===== src/rtl/adc_rng_pkg.sv =====
package adc_rng_pkg;
    typedef enum logic {
        WIN_INSIDE  = 1'b0,
        WIN_OUTSIDE = 1'b1
    } win_mode_e;
endpackage


===== src/rtl/adc_rng_window.sv =====
module adc_rng_window
    import adc_rng_pkg::*;
#(
    parameter int DATA_W    = 12,
    parameter int NUM_PAIRS = 4,
    localparam int SEL_W    = $clog2(NUM_PAIRS)
) (
    input  logic [DATA_W-1:0]           data,
    input  logic [NUM_PAIRS*DATA_W-1:0] thr_upper,
    input  logic [NUM_PAIRS*DATA_W-1:0] thr_lower,
    input  logic [SEL_W-1:0]            pair_sel,
    input  logic                        outside_mode,
    output logic                        hit
);
    logic [DATA_W-1:0] up_arr [NUM_PAIRS];
    logic [DATA_W-1:0] lo_arr [NUM_PAIRS];

    for (genvar g = 0; g < NUM_PAIRS; g++) begin : g_pair
        assign up_arr[g] = thr_upper[g*DATA_W +: DATA_W];
        assign lo_arr[g] = thr_lower[g*DATA_W +: DATA_W];
    end

    logic [DATA_W-1:0] up_sel;
    logic [DATA_W-1:0] lo_sel;
    logic              in_win;
    win_mode_e         mode;

    always_comb begin
        up_sel = up_arr[pair_sel];
        lo_sel = lo_arr[pair_sel];
        in_win = (data >= lo_sel) && (data <= up_sel);
        mode   = win_mode_e'(outside_mode);
        hit    = (mode == WIN_OUTSIDE) ? !in_win : in_win;
    end
endmodule


===== src/rtl/adc_rng_run.sv =====
module adc_rng_run #(
    parameter int CNT_W = 3
) (
    input  logic             clk,
    input  logic             rst_n,
    input  logic             valid,
    input  logic             det,
    input  logic [CNT_W-1:0] need_cnt,
    output logic             done,
    output logic [CNT_W-1:0] run_q
);
    typedef struct packed {
        logic [CNT_W-1:0] run;
    } run_st_t;

    run_st_t st_d, st_q;

    always_comb begin
        st_d = st_q;
        done = 1'b0;
        if (valid) begin
            if (!det) begin
                st_d.run = '0;
            end else if (st_q.run >= need_cnt) begin
                done     = 1'b1;
                st_d.run = '0;
            end else begin
                st_d.run = st_q.run + 1'b1;
            end
        end
    end

    always_ff @(posedge clk or negedge rst_n) begin
        if (!rst_n) st_q <= '0;
        else        st_q <= st_d;
    end

    assign run_q = st_q.run;
endmodule


===== src/rtl/adc_rng_cmp.sv =====
module adc_rng_cmp #(
    parameter int DATA_W    = 12,
    parameter int NUM_PAIRS = 4,
    parameter int CNT_W     = 3,
    localparam int SEL_W    = $clog2(NUM_PAIRS)
) (
    input  logic                        clk,
    input  logic                        rst_n,
    input  logic                        res_valid,
    input  logic [DATA_W-1:0]           res_data,
    input  logic [NUM_PAIRS*DATA_W-1:0] thr_upper,
    input  logic [NUM_PAIRS*DATA_W-1:0] thr_lower,
    input  logic [SEL_W-1:0]            pair_sel,
    input  logic                        outside_mode,
    input  logic                        irq_en,
    input  logic [CNT_W-1:0]            need_cnt,
    input  logic                        flag_clr,
    output logic                        flag_o,
    output logic                        irq_o
);
    typedef struct packed {
        logic flag;
    } top_st_t;

    top_st_t          st_d, st_q;
    logic             hit;
    logic             run_done;
    logic [CNT_W-1:0] run_q;

    adc_rng_window #(.DATA_W(DATA_W), .NUM_PAIRS(NUM_PAIRS)) u_win (
        .data        (res_data),
        .thr_upper   (thr_upper),
        .thr_lower   (thr_lower),
        .pair_sel    (pair_sel),
        .outside_mode(outside_mode),
        .hit         (hit)
    );

    adc_rng_run #(.CNT_W(CNT_W)) u_run (
        .clk     (clk),
        .rst_n   (rst_n),
        .valid   (res_valid),
        .det     (hit),
        .need_cnt(need_cnt),
        .done    (run_done),
        .run_q   (run_q)
    );

    always_comb begin
        st_d = st_q;
        if (run_done)      st_d.flag = 1'b1;
        else if (flag_clr) st_d.flag = 1'b0;
    end

    always_ff @(posedge clk or negedge rst_n) begin
        if (!rst_n) st_q <= '0;
        else        st_q <= st_d;
    end

    assign flag_o = st_q.flag;
    assign irq_o  = st_q.flag & irq_en;
endmodule



===== config.mk =====
export PLATFORM = sky130hd
export DESIGN_NAME = adc_rng_cmp
export DESIGN_NICKNAME = d
export VERILOG_FILES = /design/src/rtl/adc_rng_pkg.sv /design/src/rtl/adc_rng_window.sv /design/src/rtl/adc_rng_run.sv /design/src/rtl/adc_rng_cmp.sv
export SDC_FILE = /design/constraint.sdc
export NUM_CORES = 1
export LEC_CHECK = 0
export ABC_CLOCK_PERIOD_IN_PS = 1660
export CAP_MARGIN = 15
export CORE_MARGIN = 8
export CORE_UTILIZATION = 33
export CTS_CLUSTER_DIAMETER = 80
export DETAILED_ROUTE_END_ITERATION = 7
export PLACE_DENSITY = 0.82
export SLEW_MARGIN = 20
export SYNTH_ARGS = -nofsm -noshare
export SYNTH_HDL_FRONTEND = slang
export SYNTH_HIERARCHICAL = 1
export SYNTH_SLANG_ARGS = --single-unit

===== constraint.sdc =====
create_clock -name clk -period 1.66 [get_ports clk]
set_clock_uncertainty 0.1 [all_clocks]
set_input_delay 0.332 -clock clk [delete_from_list [all_inputs] [get_ports clk]]
set_output_delay 0.332 -clock clk [all_outputs]
set_load 0.05 [all_outputs]

==> out/results.ini, run 1 <==
[finish]
final_area_sq_um=3290
fin_util_pct=76.5
instances_no_fill=338
areaGrowthSynthToFinish_pct=127
nets=435
antenna_cells=0
drive_gt1_share_pct=36.0

[timing]
tightest_slew_ns=0.307
drv_slew=0
finalSetupViolations=4
setup_slack_ns=-0.993
fin_crit_sh_pct=160
fmax_mhz=377
max_slew_margin_pct=79.4
hold_violations=0
period_needed_ns=2.65
rsz0062_at_grt=yes

[logic_synthesis]
synth_cell_type_count=33
syn_nets=290
synth_top_area_share_pct=37.3
seq_area_frac_synth_pct=6.91
netlist_area_sq_um=1450
synth_most_common_cell=inv_1
syn_avg_cell_area_sq_um=10.1
ys_warn_count=6
async_flop_share_pct=100
ys.flop_type=dfrtp_1
synth_seq_cells=4
synthCells=143
synth_edf_count=0
synth_common_cells=32 x inv_1, 28 x ha_1, 24 x mux4_2
synth_area_leaders=mux4_2 37%, ha_1 24%, inv_1 8.3%, dfrtp_1 6.9%, a21oi_1 2.4%
synth_top_area_cell=mux4_2

[run]
maxCapViolCount=0

[floorplanning]
io_pins=121
initial_core_util_pct=33.7
die_area_sq_um=6770
die_x_um=82.3
core_area_sq_um=4290
dieHeight_um=82.3
row_count=24

[critical_path]
r2r_setup_slack_ns=0.15
crit_path_end_kind=flop
arrival_ns=2.69
worstRegToRegCells=5
r2r_start=u_run/run_q[2]$_DFFE_PN0P_
cp-start-kind=input port
cp_data_required_time_ns=1.70
cp_max_fo=4
critical_path_class=in2reg
rr_endpoint=flag_o$_DFFE_PN0P_

[clocking]
cts_tree=yes
htree_levels=1
clockBufferDepth=2
numCtsBuffers=3
root_buffer=clkbuf_8
clock_latency_ns=0.22
cts_num_sinks=4
path_clk_slew_ns=0.03

[pwr]
p_leak_nw=1.50
p_total_w=0.00164
power.density_nw_per_um2=499
ir_drop_uv=324

[drt]
viasPerCell=5.28
finalWirelength_um=6630
ant_nets=0
drtIter0Drc=49
dr.pass1.iters=4
remaining_drc_errors=0
wire_per_inst_um=19.6
vias=1784

[global_route]
track_usage_pct=18.5
grt_antenna_before_repair=0
grt_overflow_total=0
grt_pass1_wl_um=9510
grt_max_degree=12
grt_pass1_vias=2092

[placement]
io_buffers=120
place_congestion=0.818
pre_cts_slack_ns=-1.49
place_hpwl_um=4980
place_area_sq_um=2910
dp_cells=328

[worst_hold_path]
hp-class=in2async

[status]
failed_checks=setup timing
status=finished, violations left

layer usage:
layer	global-route usage, %	up-vias	share of wire (%)
met2	37.1	101	57
met3	5.84	15	9.5
met1	17.3	833	32
met4	5.09	0	1.9
met5	0	-	0
li1	-	835	-
where the power goes:
group | total [W] | switching [W] | internal (W)
registers | 0.000188 | 0.0000456 | 0.000143
logic | 0.00125 | 0.000515 | 0.000731
clock network | 0.000205 | 0.0000505 | 0.000155
metrics by stage:
stage / TNS, ns / hold WS, ns
2_1_floorplan: -3.98 / -0.0636
3_3_place_gp: -5.63 / 0.427
3_5_place_dp: -5.87 / 0.437
4_1_cts: -3.84 / 0.225
5_1_grt: -4.40 / 0.238
6_report: -3.93 / 0.223
registers in the layout, indices dropped and copies added (netlist names):
register	count
flag_o	1
u_run/run_q	3
worst max-delay path by stage:
stage	startpoint	to	slack, ns	cells past startpoint
2_1_floorplan	pair_sel[0]	u_run/run_q[0]$_DFFE_PN0P_	-1.0	11
3_3_place_gp	pair_sel[1]	u_run/run_q[0]$_DFFE_PN0P_	-1.41	11
3_5_place_dp	pair_sel[1]	u_run/run_q[2]$_DFFE_PN0P_	-1.49	11
4_1_cts	pair_sel[0]	u_run/run_q[2]$_DFFE_PN0P_	-0.99	13
5_1_grt	thr_upper[8]	u_run/run_q[1]$_DFFE_PN0P_	-1.13	10
6_report	pair_sel[0]	u_run/run_q[0]$_DFFE_PN0P_	-0.99	15
cells by family (layout without fill, tap and decap cells):
family,Yosys count,in the layout,synth area share [%]
adder cells (fa/ha/maj),28,28,24.2
buffers and inverters,38,181,10.1
AND/OR/NAND/NOR,21,21,8.64
flip-flops,4,4,6.91
AO/OA/AOI/OAI,27,27,12.3
multiplexers,24,24,37.3
XOR/XNOR,1,1,0.605
worst max-delay path, stage by stage:
cell and delay [ns]:
buf_12 0.12, buf_12 0.13, buf_12 0.12, buf_4 0.13, mux4_2 0.42, inv_1 0.07
ha_1 0.23, nand3_2 0.09, o22ai_1 0.09, o21ai_1 0.14, o211ai_1 0.13, a22oi_2 0.22
xor2_2 0.18, o211ai_2 0.14, o21ai_1 0.14
what timing repair did:
action	in CTS	in global routing
hold buffers	0	0
setup endpoints to repair	4	4
cloned	3	0
pin swaps	22	18
buffers inserted	4	0
gates resized for setup	83	22
layout make-up:
type	instances	area (sq um)
clock buffer	3	41.3
multi-input combinational	101	1470
inverter	32	120
fill	281	1010
timing repair buffer	146	1490
tap	52	65.1
sequential	4	100
layout by cell type (no fill, tap or decap), types with 2 or more instances in the layout:
| cell type | synthesis | layout |
|---|---|---|
| clkdlybuf4s50_1 | 0 | 66 |
| a211oi_2 | 0 | 2 |
| o21ai_1 | 2 | 4 |
| buf_16 | 0 | 3 |
| dlygate4sd2_1 | 0 | 41 |
| ha_4 | 0 | 15 |
| o22ai_1 | 3 | 2 |
| dlymetal6s2s_1 | 0 | 9 |
| ha_1 | 28 | 13 |
| a21oi_2 | 1 | 3 |
| nor2_1 | 3 | 3 |
| dfrtp_1 | 4 | 4 |
| o211ai_1 | 2 | 2 |
| a21o_1 | 2 | 2 |
| a21oi_1 | 7 | 5 |
| inv_1 | 32 | 18 |
| buf_4 | 0 | 19 |
| buf_12 | 0 | 6 |
| nand2_1 | 7 | 6 |
| mux4_2 | 24 | 24 |
| inv_2 | 0 | 14 |
| clkbuf_8 | 0 | 3 |
Power figures use the tool's default switching activity.
==> inputs of run 2 (changes only) <==
CTS_CLUSTER_DIAMETER = unset   (was 80)
==> results of run 2 <==
No change in the layout: final DEF, timing and power equal those of run 1.
